==> src/rtl/mdrop_rx_pkg.sv <==
package mdrop_rx_pkg;

    typedef enum logic [1:0] {
        S_HUNT,
        S_START,
        S_DATA,
        S_STOP
    } rx_state_e;

    function automatic logic vote3(input logic a, input logic b, input logic c);
        return (a & b) | (a & c) | (b & c);
    endfunction

endpackage

==> src/rtl/mdrop_rx_frame.sv <==
module mdrop_rx_frame
    import mdrop_rx_pkg::*;
#(
    parameter int DATA_W = 8,
    parameter int OSR    = 16
) (
    input  logic              clk,
    input  logic              rst_n,
    input  logic              tick,
    input  logic              rxd,
    output logic              char_done,
    output logic              stop_ok,
    output logic [DATA_W-1:0] char_data
);

    localparam int SUB_W = $clog2(OSR + 1);
    localparam int BIT_W = $clog2(DATA_W + 1);
    localparam logic [SUB_W-1:0] V0    = SUB_W'(OSR / 2);
    localparam logic [SUB_W-1:0] V1    = SUB_W'(OSR / 2 + 1);
    localparam logic [SUB_W-1:0] V2    = SUB_W'(OSR / 2 + 2);
    localparam logic [SUB_W-1:0] LASTS = SUB_W'(OSR);
    localparam logic [BIT_W-1:0] LASTB = BIT_W'(DATA_W - 1);

    rx_state_e         state, state_n;
    logic [SUB_W-1:0]  sub, sub_n, step;
    logic [BIT_W-1:0]  bitn, bit_n;
    logic [DATA_W-1:0] shreg, shreg_n;
    logic [1:0]        vote, vote_n;
    logic              prev;
    logic              sample;

    // next-state and output process
    always_comb begin
        state_n   = state;
        sub_n     = sub;
        bit_n     = bitn;
        shreg_n   = shreg;
        vote_n    = vote;
        char_done = 1'b0;
        stop_ok   = 1'b0;
        step      = sub + 1'b1;
        sample    = vote3(vote[1], vote[0], rxd);
        if (tick) begin
            unique case (state)
                S_HUNT: begin
                    if (prev && !rxd) begin
                        state_n = S_START;
                        sub_n   = SUB_W'(1);
                    end
                end
                default: begin
                    sub_n = step;
                    if (step == V0 || step == V1) vote_n = {vote[0], rxd};
                    if (step == V2) begin
                        if (state == S_START && sample) state_n = S_HUNT;
                        if (state == S_DATA) shreg_n = {sample, shreg[DATA_W-1:1]};
                        if (state == S_STOP) begin
                            char_done = 1'b1;
                            stop_ok   = sample;
                            state_n   = S_HUNT;
                        end
                    end
                    if (step == LASTS) begin
                        sub_n = '0;
                        if (state == S_START) begin
                            state_n = S_DATA;
                            bit_n   = '0;
                        end else if (state == S_DATA) begin
                            if (bitn == LASTB) state_n = S_STOP;
                            else bit_n = bitn + 1'b1;
                        end
                    end
                end
            endcase
        end
    end

    // state register process
    always_ff @(posedge clk or negedge rst_n) begin
        if (!rst_n) begin
            state <= S_HUNT;
            sub   <= '0;
            bitn  <= '0;
            shreg <= '0;
            vote  <= '0;
            prev  <= 1'b1;
        end else begin
            state <= state_n;
            sub   <= sub_n;
            bitn  <= bit_n;
            shreg <= shreg_n;
            vote  <= vote_n;
            if (tick) prev <= rxd;
        end
    end

    assign char_data = shreg;

    p_start_edge_r3: assert property (@(posedge clk) disable iff (!rst_n)
        (state == S_START && $past(state) == S_HUNT) |-> ($past(prev) && !$past(rxd)));

    p_one_transfer_r2: assert property (@(posedge clk) disable iff (!rst_n)
        char_done |=> !char_done);

endmodule

==> src/rtl/mdrop_rx_idle.sv <==
module mdrop_rx_idle #(
    parameter int OSR       = 16,
    parameter int IDLE_BITS = 10
) (
    input  logic clk,
    input  logic rst_n,
    input  logic tick,
    input  logic rxd,
    input  logic restart,
    output logic idle_hit,
    output logic idle_sat
);

    localparam int LIMIT = OSR * IDLE_BITS;
    localparam int CW    = $clog2(LIMIT + 1);
    localparam logic [CW-1:0] CMAX  = CW'(LIMIT);
    localparam logic [CW-1:0] CNEAR = CW'(LIMIT - 1);

    logic [CW-1:0] cnt;

    always_ff @(posedge clk or negedge rst_n) begin
        if (!rst_n) begin
            cnt <= '0;
        end else if (restart) begin
            cnt <= '0;
        end else if (tick) begin
            if (!rxd) cnt <= '0;
            else if (cnt != CMAX) cnt <= cnt + 1'b1;
        end
    end

    assign idle_hit = tick && rxd && !restart && (cnt == CNEAR);
    assign idle_sat = (cnt == CMAX);

    p_low_restarts_r5: assert property (@(posedge clk) disable iff (!rst_n)
        (tick && !rxd) |=> !idle_sat);

    p_sat_holds_r5: assert property (@(posedge clk) disable iff (!rst_n)
        (idle_sat && !restart && !(tick && !rxd)) |=> idle_sat);

endmodule

==> src/rtl/mdrop_rx_flags.sv <==
module mdrop_rx_flags #(
    parameter int DATA_W = 8
) (
    input  logic              clk,
    input  logic              rst_n,
    input  logic              char_done,
    input  logic              stop_ok,
    input  logic [DATA_W-1:0] char_data,
    input  logic              idle_hit,
    input  logic              idle_sat,
    input  logic              wake_sel,
    input  logic              standby_set,
    input  logic              rx_ie,
    input  logic              idle_ie,
    input  logic              clr_full,
    input  logic              clr_fe,
    input  logic              clr_idle,
    output logic [DATA_W-1:0] rx_data,
    output logic              rx_full,
    output logic              frame_err,
    output logic              line_idle,
    output logic              standby,
    output logic              irq
);

    logic armed;
    logic wake_addr, accept, wake_idle, set_idle;

    always_comb begin
        wake_addr = char_done && standby && wake_sel && char_data[DATA_W-1];
        accept    = char_done && (!standby || wake_addr);
        wake_idle = standby && !wake_sel && idle_sat;
        set_idle  = idle_hit && !standby && armed;
    end

    always_ff @(posedge clk or negedge rst_n) begin
        if (!rst_n) begin
            rx_data   <= '0;
            rx_full   <= 1'b0;
            frame_err <= 1'b0;
            line_idle <= 1'b0;
            standby   <= 1'b0;
            armed     <= 1'b0;
        end else begin
            if (accept) rx_data <= char_data;
            if (accept) rx_full <= 1'b1;
            else if (clr_full) rx_full <= 1'b0;
            if (accept) frame_err <= !stop_ok;
            else if (clr_fe) frame_err <= 1'b0;
            if (set_idle) line_idle <= 1'b1;
            else if (clr_idle) line_idle <= 1'b0;
            if (accept) armed <= 1'b1;
            else if (set_idle) armed <= 1'b0;
            if (standby_set) standby <= 1'b1;
            else if (wake_addr || wake_idle) standby <= 1'b0;
        end
    end

    assign irq = !standby && ((rx_full && rx_ie) || (line_idle && idle_ie));

    p_full_at_stop_r2: assert property (@(posedge clk) disable iff (!rst_n)
        $rose(rx_full) |-> $past(char_done));

    p_fe_with_full_r4: assert property (@(posedge clk) disable iff (!rst_n)
        $rose(frame_err) |-> rx_full);

    p_rearm_r6: assert property (@(posedge clk) disable iff (!rst_n)
        $rose(line_idle) |-> $past(armed));

    p_standby_quiet_r8: assert property (@(posedge clk) disable iff (!rst_n)
        ($past(standby) && standby) |-> $stable(rx_data));

    p_addr_wake_r9: assert property (@(posedge clk) disable iff (!rst_n)
        ($fell(standby) && $past(wake_sel)) |-> (rx_full && rx_data[DATA_W-1]));

    p_idle_wake_clean_r10: assert property (@(posedge clk) disable iff (!rst_n)
        ($fell(standby) && !$past(wake_sel)) |-> (!$rose(line_idle) && !$rose(rx_full)));

endmodule

==> src/rtl/mdrop_rx.sv <==
module mdrop_rx #(
    parameter int DATA_W    = 8,
    parameter int OSR       = 16,
    parameter int IDLE_BITS = 10
) (
    input  logic              clk,
    input  logic              rst_n,
    input  logic              tick16,
    input  logic              rxd,
    input  logic              wake_sel,
    input  logic              idle_type,
    input  logic              rx_ie,
    input  logic              idle_ie,
    input  logic              standby_set,
    input  logic              clr_full,
    input  logic              clr_fe,
    input  logic              clr_idle,
    output logic [DATA_W-1:0] rx_data,
    output logic              rx_full,
    output logic              frame_err,
    output logic              line_idle,
    output logic              standby,
    output logic              irq
);

    logic              char_done, stop_ok, idle_hit, idle_sat, idle_restart;
    logic [DATA_W-1:0] char_data;

    assign idle_restart = standby_set || (idle_type && char_done);

    mdrop_rx_frame #(.DATA_W(DATA_W), .OSR(OSR)) u_frame (
        .clk(clk), .rst_n(rst_n), .tick(tick16), .rxd(rxd),
        .char_done(char_done), .stop_ok(stop_ok), .char_data(char_data)
    );

    mdrop_rx_idle #(.OSR(OSR), .IDLE_BITS(IDLE_BITS)) u_idle (
        .clk(clk), .rst_n(rst_n), .tick(tick16), .rxd(rxd),
        .restart(idle_restart), .idle_hit(idle_hit), .idle_sat(idle_sat)
    );

    mdrop_rx_flags #(.DATA_W(DATA_W)) u_flags (
        .clk(clk), .rst_n(rst_n), .char_done(char_done), .stop_ok(stop_ok),
        .char_data(char_data), .idle_hit(idle_hit), .idle_sat(idle_sat),
        .wake_sel(wake_sel), .standby_set(standby_set), .rx_ie(rx_ie),
        .idle_ie(idle_ie), .clr_full(clr_full), .clr_fe(clr_fe),
        .clr_idle(clr_idle), .rx_data(rx_data), .rx_full(rx_full),
        .frame_err(frame_err), .line_idle(line_idle), .standby(standby),
        .irq(irq)
    );

    p_irq_low_in_standby_r8: assert property (@(posedge clk) disable iff (!rst_n)
        ($past(standby_set) && $past(rst_n)) |-> !irq);

endmodule

==> config.mk <==
export PLATFORM = sky130hd
export DESIGN_NAME = mdrop_rx
export DESIGN_NICKNAME = d
export VERILOG_FILES = /design/src/rtl/mdrop_rx_pkg.sv /design/src/rtl/mdrop_rx_frame.sv /design/src/rtl/mdrop_rx_idle.sv /design/src/rtl/mdrop_rx_flags.sv /design/src/rtl/mdrop_rx.sv
export SDC_FILE = /design/constraint.sdc
export NUM_CORES = 1
export LEC_CHECK = 0
export CAP_MARGIN = 0
export CORE_ASPECT_RATIO = 0.75
export CORE_UTILIZATION = 35
export CTS_BUF_LIST = sky130_fd_sc_hd__clkbuf_4 sky130_fd_sc_hd__clkbuf_8 sky130_fd_sc_hd__clkbuf_16
export CTS_CLUSTER_SIZE = 28
export DETAILED_ROUTE_END_ITERATION = 8
export DONT_BUFFER_PORTS = 1
export PLACE_DENSITY = 0.47
export SYNTH_ARGS = -nofsm -noshare
export SYNTH_HDL_FRONTEND = slang
export SYNTH_SLANG_ARGS = --single-unit
==> constraint.sdc <==
create_clock -name clk -period 2.8 [get_ports clk]
set_input_delay 0.56 -clock clk [delete_from_list [all_inputs] [get_ports clk]]
set_output_delay 0.56 -clock clk [all_outputs]
set_load 0.02 [all_outputs]
==> metrics.txt, run 1 <==
I/O pin cnt=25; # diodes=0; Reg clk slew, reported paths=0.09 ns; Die Area=0.00718 mm^2; DR WL/cell=15.8 um; Synth cell types=53; Syn Std Cell Area=0.00239 mm^2; Max Clock Freq=0.392 GHz; Syn Area/Cell=10.5 um^2; final period utilization=0.912; CP endpoint kind=register; antenna violations before repair=0; Power Dens Cells=625 mW/mm^2; async set-or-reset flop fraction in the synthesized netlist=1.00; element type at the critical path start=register; Sw Pwr=0.000551 W; leakage=1.20 nW; final period demand of the worst path=2.55 ns; FF+latch count, synth=43; maxcap violations=0; core area=0.00644 mm^2; number of global-route vias before repair=1,629; setup TNS=0 ns; fin nets=256; WS Path Type=reg -> reg; GRT Util Overall=0.150; leading cell type in the layout, fill and taps excluded=dfrtp_1; post-route ant nets=0; number of flops mapped to enable cells by yosys=0; Final Max Tran Viols=0; final wirelength=4.96 mm; global-route wire length before repair=8.30 mm; Critical Path AT=2.74 ns; Placer Congestion=0.821; htree depth=2; Sink Count=43; number of cell rows=25; Final Hold Viols=0; hpwl dp=3.39 mm; Internal=0.00109 W; PortBufs=0; unrepaired setup endpoints after global routing=no; total setup buffers inserted after CTS=0; Resized cells post-CTS=0; final setup vio count=0; vias per cell=5.28; Comb power frac=0.239; Seq/Total Area, Yosys=0.450; Area growth, synth to finish=9.61%; CTS Buffer Depth=2; Clock Skew=0.00628 ns; clk_lat worst skew=0.30 ns; grt total ovfl=0; HP Class=in -> async; DRT Pass-1 Iters=4; switching share of power=0.335; Worst Slack Setup Final=0.247 ns; Mapped Cells=227; CP Data Required Time=2.98 ns; crit-path max FO=11; R2R depth=6; number of DRC markers in iteration 0=67; Synth Flop Type=dfrtp_1; Starting Density=0.372; largest net degree at the start of global routing=43; share of layout cells above drive strength 1=0.176; CTS root buf=clkbuf_8; DRC Markers=0; TritonCTS Buffers=5; Die W=97.5 um; Mapped Nets=251; most frequent cells in the layout=dfrtp_1 (42), nor2_1 (18), o21ai_0 (15); Synthesis Warnings=0; vias=1,657; Flop pwr share=0.452; status=finished clean; Slew @ Worst Pin=0.579 ns; TritonCTS clock tree=yes; clock group share of total power=0.309; Die Ht=73.6 um; peak supply drop=0.289 mV; max_slew headroom=0.611; worst slack, placed=0.282 ns
## per-layer routing
metal,track usage,part of all wire,vias to the layer above,wire length [um]
met5,0,0,-,0
met4,0.0343,0.0075,0,37
met3,0.0428,0.040,4,199
met2,0.217,0.41,24,2020
met1,0.221,0.55,804,2710
li1,-,-,825,-
## layout make-up
cell class / instances / area (um^2)
clock buffer: 5 / 68.8
timing repair buffer: 5 / 57.6
inverter: 13 / 48.8
tap: 81 / 101
sequential: 43 / 1080
multi-input combinational: 164 / 1220
fill: 647 / 3820
clock inverter: 3 / 46.3
## power groups by stage
| stage | Sequential, W | Combinational (W) | Clock (W) |
|---|---|---|---|
| 3_5_place_dp | 0.000753 | 0.000372 | 0 |
| 4_1_cts | 0.000741 | 0.000391 | 0.000519 |
| 5_1_grt | 0.000751 | 0.000438 | 0.000557 |
| 6_report | 0.000742 | 0.000392 | 0.000508 |
| 3_3_place_gp | 0.000750 | 0.000375 | 0 |
| 2_1_floorplan | 0.000720 | 0.000325 | 0 |
## worst max-delay path, cell delays in order, from the launching register on
cell     delay (ns)
dfrtp_1        0.48
ha_1           0.35
or4b_4         0.56
o21ai_4        0.12
o21ai_4        0.09
or3_4          0.49
mux2_4         0.34
## registers in the layout, indices dropped and copies added, names as in the netlist, 2 cells and up
| signal | count |
|---|---|
| u_frame.bitn | 4 |
| u_frame.vote | 2 |
| u_frame.sub | 5 |
| u_idle.cnt | 8 |
| u_frame.state | 2 |
| u_flags.rx_data | 8 |
| u_frame.char_data | 8 |
## worst paths after layout
check,from,to,slack [ns]
setup / recovery,u_frame.sub[0]$_DFFE_PN0P_,u_flags.rx_data[2]$_DFFE_PN0P_,0.25
hold / removal,rst_n,u_frame.vote[0]$_DFFE_PN0P_,0.09
setup reg to reg,u_frame.sub[0]$_DFFE_PN0P_,u_flags.rx_data[2]$_DFFE_PN0P_,0.25
hold reg to reg,u_flags.armed$_DFFE_PN0P_,u_flags.line_idle$_DFFE_PN0P_,0.50
max in group asynchronous,rst_n,u_frame.char_data[2]$_DFFE_PN0P_,2.50
min in group clk,standby_set,u_flags.standby$_DFFE_PN0P_,0.35
## cell families (layout without fill, tap and decap cells)
logic type,after synthesis,after routing,share of synthesized area
simple gates,77,77,0.179
compound gates,47,47,0.134
flops,43,43,0.450
mux,22,22,0.113
buf+inv,20,26,0.0387
fa+ha+maj,13,13,0.0669
xor+xnor,5,5,0.0183
## repair_timing
action | CTS | global route
hold buffers | 1 | 0
endpoints found under the hold margin | 42 | 0
endpoints found under the setup margin | 0 | 0
## synthesized netlist by cell type, drive strengths merged (2+ instances only)
master   n  area (um^2)
buf      5         36.3
nand3b   2         15.0
xor2     4         35.0
a31oi    6         37.5
a21oi    5         25.0
nor2    18         67.6
nand4b   2         17.5
or4b     2         23.8
mux2i    2         20.0
clkbuf   2         7.51
nor3b    2         20.0
a21o     4         30.0
nor4     2         12.5
nand2b   3         18.8
mux2    20          251
inv     13         48.8
ha      12          150
o21ai   19          118
dfrtp   42         1050
nor3     4         20.0
and3     3         18.8
nand4    2         12.5
a22o     3         26.3
nand3   11         55.1
nor2b    6         37.5
nand2   13         48.8
## per-stage QoR
step           cells  area, um^2   util  hold slack, ns  power [W]
3_5_place_dp     305        2480  0.385           0.266    0.00112
2_1_floorplan    227        2390      -           0.264    0.00104
6_report         314        2630  0.407          0.0870    0.00164
4_1_cts          314        2630  0.407          0.0857    0.00165
5_1_grt          314        2630  0.407          0.0623    0.00175
3_3_place_gp     305        2480  0.385           0.265    0.00112
(Power assumes the default switching activity.)
==> run 2: changes to the inputs <==
- CORE_ASPECT_RATIO: 0.75 -> 0.6
- SYNTH_HIERARCHICAL: default -> 1
==> metrics.txt, run 2 <==
status=finished clean; grt total ovfl=0 (unchanged); clk_lat worst skew=0.28 ns (-0.02 ns); Max Clock Freq=0.383 GHz (-2.2%); worst slack, placed=0.202 ns (-0.0793 ns); Design Area, Final=0.00269 mm^2 (+2.4%); number of flops mapped to enable cells by yosys=0 (unchanged); R2R Path Start=u_frame/sub[3]$_DFFE_PN0P_; final period utilization=0.932 (+0.0201); vias per cell=5.17 (-2.1%); CP endpoint kind=register; Compound-Gate Fraction of Synth Area=0.147 (+0.0137); leading cell type in the layout, fill and taps excluded=dfrtp_1; TritonCTS clock tree=yes; Area contributors post-synth=dfrtp_1 (44%), ha_1 (6.2%), mux2_2 (5.6%), mux2_4 (4.4%), o21ai_0 (3.3%); final setup vio count=0 (unchanged); TritonCTS Buffers=5 (unchanged); Crit path buffers/inverters=0 (unchanged); Synth Area in Adders=0.0665 (-0.000417); # fillers=641 (-0.93%); Die W=109 um (+12%); maxcap violations=0 (unchanged); Slew @ Worst Pin=0.417 ns (-0.162 ns); global-route wire length before repair=8.09 mm (-2.5%); Internal=0.00119 W (+9.4%); placed cell count=306 (+0.33%); # diodes=0 (unchanged); CP Data Required Time=2.97 ns (about the same); number of DRC markers in iteration 0=65 (-3.0%); number of cell rows=22 (-12%); Synth top area share=0.436 (-0.00273); Area growth, synth to finish=11.6%; Sw Pwr=0.000560 W (+1.8%); flop-to-flop setup slack=0.19 ns (-0.06 ns); leakage=1.23 nW (+2.7%); post-synthesis mux area share=0.112 (-0.00123); largest net degree at the start of global routing=43 (unchanged); final wirelength=4.85 mm (-2.3%); most common cell in the synthesized netlist=dfrtp_1; largest family of logic cells by synthesized area=simple AND/OR/NAND/NOR gates; share of layout cells above drive strength 1=0.199 (+0.0232); max_slew headroom=0.720 (+0.108); number of global-route vias before repair=1,517 (-6.9%); Sink Count=43 (unchanged); DR WL/cell=15.4 um (-2.6%); antenna violations before repair=0 (unchanged); htree depth=2 (unchanged); Die Ht=66.3 um (-10%); Simple-Gate Fraction of Synth Area=0.178 (-0.00112); register area=0.00108 mm^2 (+0.23%); Synth cell types=56 (+5.7%); final hold slack=0.115 ns (+0.0284 ns); WS Path Type=reg -> reg; Clock Skew=0.00190 ns (-0.00437 ns); element type at the critical path start=register; Final Hold Viols=0 (unchanged); Syn Area/Cell=10.9 um^2 (+2.9%); Power Dens Cells=652 mW/mm^2 (+4.3%); Flop pwr share=0.437 (-0.015); unrepaired setup endpoints after global routing=yes; GRT Util Overall=0.152 (+0.00182); final period demand of the worst path=2.61 ns (+0.0563 ns); hpwl dp=3.35 mm (-1.1%); DRC Markers=0 (unchanged); Comb power frac=0.235 (-0.004); Post-synth top cells=dfrtp_1 (42), nand2_1 (17), o21ai_0 (16); Area after DPL=0.00251 mm^2 (+1.3%); Final Max Tran Viols=0 (unchanged); post-route ant nets=0 (unchanged); Worst Slack Setup Final=0.190 ns (-0.0563 ns); Worst path slowest cell=dfrtp_1; CTS Buffer Depth=2 (unchanged); CTS root buf=clkbuf_16; Starting Density=0.377 (+0.00570); xor/xnor share of the synthesized area=0.0109 (-0.00738); Seq/Total Area, Yosys=0.447 (-0.00280); FF+latch count, synth=43 (unchanged); footprint of the multi-input gates=0.00124 mm^2 (+1.3%); HP Class=in -> async; PortBufs=0 (unchanged); core area=0.00639 mm^2 (-0.89%); Mapped Nets=246 (-2.0%); leading area contributor after synthesis=dfrtp_1; Critical Path AT=2.78 ns (+0.04 ns); async set-or-reset flop fraction in the synthesized netlist=1.00 (unchanged); fin nets=254 (-0.78%); peak supply drop=0.325 mV (+12%); Reg clk slew, reported paths=0.06 ns (-0.03 ns); crit-path max FO=9 (-2); Placer Congestion=0.804 (-2.1%); Critical R2R Capture=u_flags/armed$_DFFE_PN0P_; most frequent cells in the layout=dfrtp_1 (40), nand2_1 (17), o21ai_0 (16); Post-Layout Cell Count=315 (+0.32%); switching share of power=0.319 (-0.0160); DRT Pass-1 Iters=4 (unchanged); Mapped Cells=222 (-2.2%); CP Cell Sequence=and2_1 > mux2i_1 > o21ai_0 > and3_1 > a21o_1 > nand4bb_1 > or3_1 > nor3_1 > nand2b_1 > a21oi_1 > nor2_1; Die Area=0.00723 mm^2 (+0.72%); Syn Std Cell Area=0.00241 mm^2 (+0.63%); total setup buffers inserted after CTS=0 (unchanged); vias=1,628 (-1.8%); R2R depth=11 (+5); I/O pin cnt=25 (unchanged); Synthesis Warnings=6 (+6); Synth Flop Type=dfrtp_1; slowest cell delay on critical path=0.45 ns (-0.11 ns); clock group share of total power=0.327 (+0.018); Crit path max-delay family=simple AND/OR/NAND/NOR gates
==> run 2: worst register-to-register path, stage by stage (launching register included) <==
cell and delay [ns]:
dfrtp_1 0.45, and2_1 0.17, mux2i_1 0.17, o21ai_0 0.14
and3_1 0.22, a21o_1 0.25, nand4bb_1 0.20, or3_1 0.38
nor3_1 0.19, nand2b_1 0.11, a21oi_1 0.15, nor2_1 0.06
==> run 2: kinds of logic after synthesis <==
kind of cell,Yosys count
buf+inv,18
compound gates,51
flops,43
xor+xnor,3
simple gates,72
mux,22
fa+ha+maj,13
==> run 2: per-stage QoR <==
step / utilization / power (W) / TNS [ns]
2_1_floorplan: - / 0.00108 / 0
3_3_place_gp: 0.394 / 0.00118 / 0
3_5_place_dp: 0.394 / 0.00117 / 0
4_1_cts: 0.421 / 0.00178 / 0
5_1_grt: 0.421 / 0.00187 / -0.00170
6_report: 0.421 / 0.00175 / 0
==> run 2: power by group through the flow <==
| stage | registers (W) | clock network (W) | logic (W) |
|---|---|---|---|
| detailed placement | 0.000776 | 0 | 0.000395 |
| floorplan | 0.000743 | 0 | 0.000342 |
| global route | 0.000786 | 0.000618 | 0.000470 |
| global placement | 0.000779 | 0 | 0.000396 |
| CTS | 0.000764 | 0.000597 | 0.000415 |
| finish | 0.000768 | 0.000575 | 0.000412 |
==> run 2: repair_timing <==
action                                  4_1_cts  5_1_grt
hold buffers                                  1        0
gates resized for setup                       0        2
endpoints found under the setup margin        0        4
hold endpoints to repair                     42        0
==> run 2: routing by layer <==
| layer | part of all wire | vias to the layer above | global-route usage |
|---|---|---|---|
| met1 | 0.59 | 769 | 0.243 |
| met3 | 0.051 | 5 | 0.0502 |
| met4 | 0.0089 | 0 | 0.0355 |
| met5 | 0 | - | 0 |
| li1 | - | 813 | - |
| met2 | 0.35 | 41 | 0.184 |
==> run 2: layout make-up <==
class | instances | area share
inverters | 12 | 0.0168
multi-input cells | 161 | 0.462
flip-flops and latches | 43 | 0.402
clock inverters | 3 | 0.00745
repair buffers | 7 | 0.0270
clock buffers | 5 | 0.0465
well taps | 84 | 0.0391
==> run 2: worst max-delay path by stage <==
stage / slack, ns / cells past startpoint / start / to
floorplan: 0.05 / 10 / u_frame/sub[0]$_DFFE_PN0P_ / u_idle/cnt[7]$_DFFE_PN0P_
global placement: 0.28 / 9 / u_frame/sub[0]$_DFFE_PN0P_ / u_idle/cnt[7]$_DFFE_PN0P_
detailed placement: 0.20 / 12 / u_frame/sub[0]$_DFFE_PN0P_ / u_flags/armed$_DFFE_PN0P_
CTS: 0.19 / 12 / u_frame/sub[0]$_DFFE_PN0P_ / u_flags/armed$_DFFE_PN0P_
global route: -0.002 / 9 / u_frame/sub[0]$_DFFE_PN0P_ / u_idle/cnt[7]$_DFFE_PN0P_
finish: 0.19 / 11 / u_frame/sub[3]$_DFFE_PN0P_ / u_flags/armed$_DFFE_PN0P_
==> run 3: changes to the inputs <==
- CELL_PAD_IN_SITES_DETAIL_PLACEMENT: default -> 1
- CELL_PAD_IN_SITES_GLOBAL_PLACEMENT: default -> 1
- CORE_UTILIZATION: 35 -> 45
- PLACE_DENSITY: 0.47 -> 0.7
==> metrics.txt, run 3 (same netlist as run 2, synthesis figures left out) <==
status=finished clean; CTS root buf=clkbuf_8; Die Ht=58.7 um (-11%); most frequent cells in the layout=dfrtp_1 (38), nand2_1 (17), o21ai_0 (15); Worst Slack Setup Final=0.206 ns (+0.0157 ns); core area=0.00510 mm^2 (-20%); Final Max Tran Viols=0 (unchanged); DRT Pass-1 Iters=4 (unchanged); htree depth=2 (unchanged); placed cell count=286 (-6.5%); # fillers=549 (-14%); element type at the critical path start=register; DR WL/cell=18.1 um (+17%); grt total ovfl=0 (unchanged); final setup vio count=0 (unchanged); final period utilization=0.926 (-0.00560); CTS Buffer Depth=2 (unchanged); hpwl dp=3.89 mm (+16%); Die W=96.5 um (-12%); R2R depth=9 (-2); vias=1,715 (+5.3%); final hold slack=0.0994 ns (-0.0161 ns); Slew @ Worst Pin=0.409 ns (-0.00785 ns); Sink Count=43 (unchanged); Clock Skew=0.00568 ns (+0.00377 ns); crit-path max FO=8 (-1); Crit path buffers/inverters=0 (unchanged); # diodes=0 (unchanged); CP Data Required Time=3.02 ns (+0.05 ns); number of global-route vias before repair=1,795 (+18%); Area growth, synth to finish=8.62%; Final Util=0.513 (+0.0917); Post-Layout Cell Count=296 (-6.0%); Critical Path AT=2.82 ns (+0.04 ns); GRT Util Overall=0.209 (+0.0577); largest net degree at the start of global routing=43 (unchanged); Power Dens Cells=629 mW/mm^2 (-3.7%); routed wl met3=184 um (-25%); PortBufs=0 (unchanged); WL met2=2.42 mm (+42%); Crit path max-delay family=simple AND/OR/NAND/NOR gates; max_slew headroom=0.723 (+0.00377); Starting Density=0.472 (+0.0947); leakage=1.19 nW (-3.3%); global-route wire length before repair=8.87 mm (+9.6%); wl on met1=2.70 mm (-5.5%); Final Hold Viols=0 (unchanged); antenna violations before repair=0 (unchanged); WS Path Type=reg -> reg; final period demand of the worst path=2.59 ns (-0.0157 ns); I/O pin cnt=25 (unchanged); final wirelength=5.35 mm (+10%); CP endpoint kind=register; post-route ant nets=0 (unchanged); worst slack, placed=0.0140 ns (-0.188 ns); CP Cell Sequence=ha_4 > nor4b_1 > nand2_1 > o21ai_1 > and3_1 > a21o_1 > o2111ai_1 > or3_1 > a21oi_1; vias per cell=5.79 (+12%); HP Class=in -> async; setup TNS=0 ns (unchanged); max layer used=met4; Reg clk slew, reported paths=0.09 ns (+0.03 ns); leading cell type in the layout, fill and taps excluded=dfrtp_1; Max Clock Freq=0.385 GHz (+0.60%); Placer Congestion=0.829 (+3.1%); critical path depth in cells=9 (-2); fin nets=253 (-0.39%); Worst path slowest cell=dfrtp_2; number of cell rows=20 (-9.1%); TritonCTS Buffers=5 (unchanged); unrepaired setup endpoints after global routing=no; DRC Markers=0 (unchanged); number of DRC markers in iteration 0=84 (+29%); maxcap violations=0 (unchanged); share of layout cells above drive strength 1=0.213 (+0.0139); peak supply drop=0.257 mV (-21%); Die Area=0.00566 mm^2 (-22%); slowest cell delay on critical path=0.47 ns (+0.02 ns); TritonCTS clock tree=yes; clk_lat worst skew=0.30 ns (+0.02 ns)
## run 3: cell types whose count changed in the layout (fill, tap and decap cells not counted), sizes merged
cell and change:
buf -1, inv +1, clkinv -1
## run 3: where the power goes
| part | internal (W) | total (W) | switching, W |
|---|---|---|---|
| logic | 0.000194 | 0.000448 | 0.000254 |
| clock network | 0.000178 | 0.000407 | 0.000229 |
| registers | 0.000687 | 0.000790 | 0.000103 |
## run 3: cell type report
| cell class | instances | area, um^2 | share of cell area |
|---|---|---|---|
| sequential | 43 | 1080 | 0.413 |
| clock inverter | 3 | 23.8 | 0.00908 |
| inverter | 12 | 45.0 | 0.0172 |
| timing repair buffer | 6 | 57.6 | 0.0220 |
| tap | 66 | 82.6 | 0.0315 |
| multi-input combinational | 161 | 1260 | 0.480 |
| clock buffer | 5 | 68.8 | 0.0263 |
## run 3: layer usage
metal / track usage / up-vias
li1: - / 815
met1: 0.295 / 863
met2: 0.325 / 32
met3: 0.0465 / 5
met4: 0.0588 / 0
met5: 0 / -
## run 3: timing repair
action	in CTS	in global routing
setup endpoints to repair	0	8
setup buffers	0	1
hold buffers	1	0
resized for setup	0	8
hold endpoints to repair	42	0
## run 3: worst register-to-register path: cells and delay by family, from the launching register on
family	cells	cell delay (ns)
adders and majority gates	1	0.21
and+or+nand+nor	4	1.10
AOI/OAI and AO/OA	4	0.76
DFF	1	0.47
## run 3: metrics by stage
stage          cell area (um^2)  total power (W)
3_5_place_dp               2480          0.00119
3_3_place_gp               2480          0.00114
2_1_floorplan              2410          0.00108
4_1_cts                    2590          0.00162
6_report                   2620          0.00165
5_1_grt                    2620          0.00175
## run 3: worst paths after layout
check / slack [ns] / end / from
worst max-delay path: 0.21 / u_idle/cnt[5]$_DFFE_PN0P_ / u_frame/sub[0]$_DFFE_PN0P_
max in group asynchronous: 2.48 / u_frame/sub[0]$_DFFE_PN0P_ / rst_n
worst min register to register: 0.52 / u_flags/rx_data[0]$_DFFE_PN0P_ / u_frame/char_data[0]$_DFFE_PN0P_
worst max register to register: 0.21 / u_idle/cnt[5]$_DFFE_PN0P_ / u_frame/sub[0]$_DFFE_PN0P_
min in group clk: 0.33 / u_frame/prev$_DFFE_PN1P_ / tick16
worst min-delay path: 0.1 / u_frame/prev$_DFFE_PN1P_ / rst_n
